`src/rtl/prc_pkg.sv`:
```
package prc_pkg;
    localparam int TYPE_W = 2;
    localparam int HDR_W  = 6;
    localparam int PAY_W  = 16;
    localparam int FLIT_W = TYPE_W + HDR_W + PAY_W;

    typedef enum logic [TYPE_W-1:0] {
        FT_REQ  = 2'b00,
        FT_DATA = 2'b01,
        FT_LAST = 2'b10,
        FT_END  = 2'b11
    } ftype_e;

    typedef enum logic [1:0] {
        ST_IDLE = 2'd0,
        ST_ARB  = 2'd1,
        ST_RSV  = 2'd2,
        ST_REL  = 2'd3
    } st_e;

    typedef struct packed {
        ftype_e           ftype;
        logic [HDR_W-1:0] hdr;
        logic [PAY_W-1:0] pay;
    } flit_t;

    function automatic logic is_payload(ftype_e t);
        return (t == FT_DATA) || (t == FT_LAST);
    endfunction

    function automatic logic closes_link(ftype_e t);
        return (t == FT_LAST) || (t == FT_END);
    endfunction
endpackage

```
`src/rtl/prc_timer.sv`:
```
module prc_timer #(
    parameter int TMO_W = 8
) (
    input  logic             clk,
    input  logic             rst,
    input  logic             run,
    input  logic [TMO_W-1:0] lim,
    output logic             expire
);
    localparam int CW = TMO_W + 1;

    logic [TMO_W-1:0] cnt;
    logic [CW-1:0]    next_cnt;

    assign next_cnt = {1'b0, cnt} + {{TMO_W{1'b0}}, 1'b1};
    assign expire   = run && (next_cnt >= {1'b0, lim});

    always_ff @(posedge clk) begin
        if (rst || !run) cnt <= '0;
        else             cnt <= next_cnt[TMO_W-1:0];
    end
endmodule

```
`src/rtl/prc_fsm.sv`:
```
module prc_fsm
    import prc_pkg::*;
(
    input  logic   clk,
    input  logic   rst,
    input  logic   acc,
    input  ftype_e ftype,
    input  logic   arb_gnt,
    input  logic   expire,
    output st_e    state,
    output logic   rdy,
    output logic   ev_grant,
    output logic   ev_nack,
    output logic   ev_fwd,
    output logic   ev_err
);
    st_e  nxt;
    logic waiting;

    assign waiting  = (state == ST_ARB);
    assign rdy      = !(waiting && (arb_gnt || expire));
    assign ev_grant = waiting && arb_gnt;
    assign ev_nack  = (waiting && !arb_gnt && expire) ||
                      (acc && ftype == FT_REQ && state != ST_IDLE);
    assign ev_fwd   = acc && state == ST_RSV && is_payload(ftype);
    assign ev_err   = acc && state != ST_RSV && is_payload(ftype);

    always_comb begin
        nxt = state;
        unique case (state)
            ST_IDLE: if (acc && ftype == FT_REQ) nxt = ST_ARB;
            ST_ARB: begin
                if (arb_gnt)     nxt = ST_RSV;
                else if (expire) nxt = ST_IDLE;
            end
            ST_RSV:  if (acc && closes_link(ftype)) nxt = ST_REL;
            ST_REL:  nxt = ST_IDLE;
            default: nxt = ST_IDLE;
        endcase
    end

    always_ff @(posedge clk) begin
        if (rst) state <= ST_IDLE;
        else     state <= nxt;
    end


    tmo_exit_chk: assert property (@(posedge clk) disable iff (rst)
        (state == ST_ARB && expire && !arb_gnt) |=> (state == ST_IDLE));


    busy_req_chk: assert property (@(posedge clk) disable iff (rst)
        (acc && ftype == FT_REQ && state == ST_RSV) |=> (state != ST_IDLE));
endmodule

```
`src/rtl/path_rsv_ctrl.sv`:
```
module path_rsv_ctrl
    import prc_pkg::*;
#(
    parameter int TMO_W = 8
) (
    input  logic              clk,
    input  logic              rst,
    input  logic [TMO_W-1:0]  tmo_lim,
    input  logic              in_valid,
    output logic              in_ready,
    input  logic [FLIT_W-1:0] in_flit,
    output logic              arb_req,
    input  logic              arb_gnt,
    output logic              ack_valid,
    output logic              ack_pos,
    output logic              rel_pulse,
    output logic              dat_valid,
    output logic [HDR_W-1:0]  dat_hdr,
    output logic [PAY_W-1:0]  dat_pay,
    output logic              err_flag
);
    flit_t f;
    st_e   state;
    logic  acc, expire, rdy;
    logic  ev_grant, ev_nack, ev_fwd, ev_err;

    assign f   = flit_t'(in_flit);
    assign acc = in_valid && rdy;

    prc_timer #(.TMO_W(TMO_W)) u_timer (
        .clk    (clk),
        .rst    (rst),
        .run    (state == ST_ARB),
        .lim    (tmo_lim),
        .expire (expire)
    );

    prc_fsm u_fsm (
        .clk      (clk),
        .rst      (rst),
        .acc      (acc),
        .ftype    (f.ftype),
        .arb_gnt  (arb_gnt),
        .expire   (expire),
        .state    (state),
        .rdy      (rdy),
        .ev_grant (ev_grant),
        .ev_nack  (ev_nack),
        .ev_fwd   (ev_fwd),
        .ev_err   (ev_err)
    );

    assign in_ready  = rdy;
    assign arb_req   = (state == ST_ARB) || (state == ST_RSV);
    assign rel_pulse = (state == ST_REL);

    always_ff @(posedge clk) begin
        if (rst) begin
            ack_valid <= 1'b0;
            ack_pos   <= 1'b0;
            dat_valid <= 1'b0;
            dat_hdr   <= '0;
            dat_pay   <= '0;
            err_flag  <= 1'b0;
        end else begin
            ack_valid <= ev_grant || ev_nack;
            ack_pos   <= ev_grant;
            dat_valid <= ev_fwd;
            if (ev_fwd) begin
                dat_hdr <= f.hdr;
                dat_pay <= f.pay;
            end
            err_flag  <= err_flag || ev_err;
        end
    end


    grant_ack_chk: assert property (@(posedge clk) disable iff (rst)
        (state == ST_ARB && arb_gnt) |=> (ack_valid && ack_pos && arb_req));


    fwd_only_rsv_chk: assert property (@(posedge clk) disable iff (rst)
        dat_valid |-> ($past(state) == ST_RSV));


    rel_once_chk: assert property (@(posedge clk) disable iff (rst)
        rel_pulse |=> (!rel_pulse && !arb_req));


    err_sticky_chk: assert property (@(posedge clk) disable iff (rst)
        err_flag |=> err_flag);
endmodule

```
`config.mk`:
```
export PLATFORM = sky130hd
export DESIGN_NAME = path_rsv_ctrl
export DESIGN_NICKNAME = d
export VERILOG_FILES = /design/src/rtl/prc_pkg.sv /design/src/rtl/prc_timer.sv /design/src/rtl/prc_fsm.sv /design/src/rtl/path_rsv_ctrl.sv
export SDC_FILE = /design/constraint.sdc
export NUM_CORES = 1
export LEC_CHECK = 0
export BUFFER_PORTS_ARGS = -buffer_cell sky130_fd_sc_hd__clkbuf_2
export CORE_ASPECT_RATIO = 0.8
export CORE_MARGIN = 2
export CORE_UTILIZATION = 45
export CTS_BUF_LIST = sky130_fd_sc_hd__clkbuf_8 sky130_fd_sc_hd__clkbuf_16
export CTS_CLUSTER_SIZE = 30
export DETAILED_ROUTE_END_ITERATION = 8
export PLACE_DENSITY = 0.73
export SLEW_MARGIN = 30
export SYNTH_ARGS = -nofsm -noshare
export SYNTH_HDL_FRONTEND = slang
export SYNTH_SLANG_ARGS = --single-unit
export TNS_END_PERCENT = 5
```
`constraint.sdc`:
```
create_clock -name clk -period 4 [get_ports clk]
set_clock_uncertainty 0.2 [all_clocks]
set_input_delay 0.2 -clock clk [delete_from_list [all_inputs] [get_ports clk]]
set_output_delay 0.2 -clock clk [all_outputs]
set_load 0.02 [all_outputs]
```
==> impl.org <==
** Status
- Run status :: finished clean

** Min path
- Counting instances, the worst hold path has a depth of 5.
- Endpoint of the worst hold path :: dat_valid
- The path class of the tightest hold or removal check is primary input to flop.
- The startpoint identified for the worst hold timing path is in_flit[23].

** Route
- DRC Markers :: 0
- For this block, the routed nets add up to 4030 µm of wire.
- For this block, the initial DRC count from the detailed router was 48.
- In the final routed layout, each cell accounts on average for 11.7 µm.
- Once detail routing completed, the nets flagged for antenna violations numbered 0.
- Detailed routing inserted a total of 1596 vias.
- Using the TritonRoute via totals, the vias-per-cell ratio works out to 4.61.
- DR pass1 iterations :: 4

** Timing
- Highest achievable clock rate :: 0.314 GHz
- RSZ-0062 raised after global routing :: false
- Setup violations remaining at the end of the flow were counted as 0.
- The final hold violation count came to 0.
- The worst path uses 79.5% of the clock period.
- At the pin with the least slew margin, the transition time is 0.718 ns.
- Worst Setup Slack, final :: 0.820 ns
- Post-route setup TNS :: 0 ns
- The number of max-slew violations in the final report was 0.
- Max-slew headroom :: 52.1%
- Counting I/O delays and the setup requirement, the final critical path takes 3.18 ns.

** Clock tree
- Insertion delay of the later-clocked pin in the worst-skew pair :: 0.28 ns
- Clock-pin slew was measured on the worst setup and hold paths at 0.07 ns.
- TritonCTS clock tree :: built
- Total clock buffers created by CTS :: 5
- In this run the post-CTS setup repair buffer count came out at 0.
- Number of levels in the clock H-tree :: 2
- Resized cells post-CTS :: 0
- The longest clock path from root to sink contains 2 buffers.
- CTS Root Cell :: clkbuf_8
- Counting every sink on the clock net gives 36.

** Cells and area
- Number of filler cells placed in the layout :: 367
- In the final layout, the share of cells above drive strength 1 is 27.0%.
- Flip-flop and latch area :: 721 µm²
- The final layout contains 340 nets.
- Antenna Cells :: 0
- Compared with the post-synthesis result, the final layout area differs by 37.8%.
- Summing all multi-input logic gate instances after layout gives 1100 µm².
- With fillers left out, the area of the finished cells amounts to 2610 µm².
- Non-filler cells in the finished layout :: 346

** Yosys
- Dominant combinational cell family by area after synthesis :: simple AND/OR/NAND/NOR gates
- By instance count, the leading cell after synthesis is nand2b_1.
- Average size of a mapped cell :: 9.48 µm²
- Share of synthesized cell area in full adder, half adder and majority cells :: 10.6%
- Flip-flop and latch count after synthesis :: 36
- Cell accounting for the most synthesized area :: dfxtp_1
- Share of synthesized flip-flops with an asynchronous set or reset :: 0%
- The top cell type by area accounts for 38.0% of the synthesized area.
- After synthesis, the share of cell area in mux cells is 12.4%.
- The Yosys step of the flow raised 0 warnings.
- Nets in the synthesized netlist :: 252
- Number of synthesized flops with an enable pin :: 0
- The cell count after synthesis came out at 200.
- Portion of the post-synthesis area used by sequential elements :: 38.0%
- Dominant synthesized flop cell :: dfxtp_1
- Ranked by total cell area, the synthesized netlist is headed by dfxtp_1 (38%), nand2b_1 (15%), mux2i_1 (12%), ha_1 (11%), and2_1 (2.6%).
- Summing the areas of all and, or, nand and nor instances in the mapped netlist gives 27.5% of the synthesized area.
- Synth cell count leaders :: nand2b_1 (45), dfxtp_1 (36), mux2i_1 (22), ha_1 (16), inv_1 (11)
- Of the total synthesized cell area, the portion taken by XOR and XNOR cells is 2.77%.
- Total standard cell area after synthesis :: 1900 µm²
- Count of cell types in the netlist :: 33
- Post-synthesis compound-gate area fraction :: 4.82%

** Setup path
- Kind of end point of the critical path :: output pin
- At the worst endpoint, the required time is 3.60 ns.
- The number of cells on the worst reg-to-reg path is 10.
- Startpoint kind of the worst setup timing path :: flop
- The critical path is of the flop to output pin type.
- Data arrives at the worst endpoint at 2.78 ns.
- Along the worst path, the maximum fanout reaches 5.
- Crit Reg-Reg Startpoint :: u_timer.cnt[2]
- In this run the register-to-register setup slack is 1.01 ns.

** Floorplan
- I/O pin count :: 65
- The die is 76.6 µm wide.
- The core region is 4130 µm².
- The die is 62.1 µm tall.
- Die outline area :: 4750 µm²
- Row generation in the floorplan step produced 21 rows.
- Once the floorplan was initialized, standard cells occupied 46.0% of the core.

** Placed design
- Dpl cells :: 314
- Count of input and output buffers :: 64
- Routability-driven placement finished with a final weighted congestion of 0.776.
- Cell Area, Placed :: 2260 µm²
- Detailed placement finished with a half-perimeter wire length of 2610 µm.
- Before CTS, the worst setup slack after placement is 1.01 ns.

** Global route
- Overflow after GRT :: 0
- GRT Util Overall :: 16.7%
- Initial antenna violation count :: 0
- The first global-routing pass estimated 6150 µm of wire.
- Largest net degree at the start of global routing :: 52
- The via count of the first global-routing pass is 1447.

** Job
- Number of max-cap violations :: 0

** Power and ir drop
- For this design the static power due to leakage is 1.20 nW.
- Max VDD drop :: 0.000192 V
- Power per cell area :: 343 nW/µm²
- Overall power consumption after layout is estimated at 0.895 mW.
## logic make-up (layout without fill, tap and decap cells)
logic type,Yosys count,in the layout
simple gates,87,87
flops,36,36
mux,23,23
buf+inv,19,108
fa+ha+maj,16,16
compound gates,13,13
xor+xnor,6,6
## metrics by stage
stage,hold slack [ns],util [%]
6_report,0.263,63.4
5_1_grt,0.295,63.4
4_1_cts,0.254,63.4
3_5_place_dp,0.250,54.8
3_3_place_gp,0.244,54.8
2_1_floorplan,0.144,-
## per-layer routing
| layer | track usage (%) | routed length, µm | vias to the layer above |
|---|---|---|---|
| met5 | 0 | 0 | - |
| met4 | 10.4 | 77 | 0 |
| met3 | 3.32 | 168 | 7 |
| met2 | 28.6 | 1910 | 41 |
| met1 | 20.1 | 1870 | 706 |
| li1 | - | - | 842 |
## timing repair
| action | 4_1_cts | 5_1_grt |
|---|---|---|
| hold buffers | 24 | 0 |
| endpoints found under the setup margin | 0 | 0 |
| hold endpoints to repair | 24 | 0 |
## power breakdown
group / switching (mW) / leakage [nW] / internal (mW)
Combinational: 0.103 / 0.858 / 0.0922
Clock: 0.131 / 0.0541 / 0.184
Sequential: 0.0130 / 0.290 / 0.372
## layout by cell type (no fill, tap or decap), drive strengths merged
master | Yosys | final
a31oi | 1 | 1
xnor2 | 4 | 4
o21ai | 4 | 4
inv | 11 | 11
a21oi | 3 | 3
nor3 | 1 | 1
o32a | 1 | 1
dlygate4sd3 | 0 | 24
bufinv | 0 | 1
nor4bb | 1 | 1
xor2 | 2 | 2
nand2 | 4 | 4
o311a | 1 | 1
or2 | 1 | 1
and3 | 6 | 6
a211oi | 1 | 1
and4 | 1 | 1
buf | 3 | 1
clkbuf | 5 | 69
nand4 | 1 | 1
nor2 | 8 | 8
mux2i | 22 | 22
clkinv | 0 | 1
nor2b | 3 | 3
clkinvlp | 0 | 1
and2 | 8 | 8
a32oi | 1 | 1
nand2b | 45 | 45
ha | 16 | 16
mux2 | 1 | 1
a221oi | 1 | 1
or3 | 2 | 2
dfxtp | 36 | 36
nand3 | 6 | 6
## flip-flops by register name, summed over array words and instances, names as in the netlist, named ones only
signal and count:
ack_pos 1, ack_valid 1, dat_hdr 6, dat_pay 16
dat_valid 1, err_flag 1, u_fsm.state 1, u_timer.cnt 8
## cell type report
type                       count  area share (%)
inverter                      11            1.58
clock inverter                 3            1.63
tap                           57            2.73
multi-input combinational    145            42.1
sequential                    36            27.6
timing repair buffer          89            21.7
clock buffer                   5            2.63
## worst max path at each step
| stage | to | start | slack (ns) |
|---|---|---|---|
| finish | in_ready | u_timer.cnt[2] | 0.82 |
| global route | in_ready | u_timer.cnt[2] | 0.60 |
| CTS | in_ready | u_timer.cnt[2] | 0.82 |
| detailed placement | flop | u_timer.cnt[2] | 1.01 |
| global placement | flop | u_timer.cnt[2] | 1.04 |
| floorplan | dat_valid | u_timer.cnt[2] | 1.08 |
## worst max-delay path: stages (launching register included)
cell and delay, ns:
dfxtp_1 0.39, and3_1 0.19, and3_1 0.19, nand3_1 0.10, xnor2_1 0.18, ha_1 0.29, a211oi_2 0.22, nand2_1 0.09
or3_4 0.40, o21ai_1 0.23, clkbuf_2 0.22
Note: power is estimated with default switching activity, not from simulation.
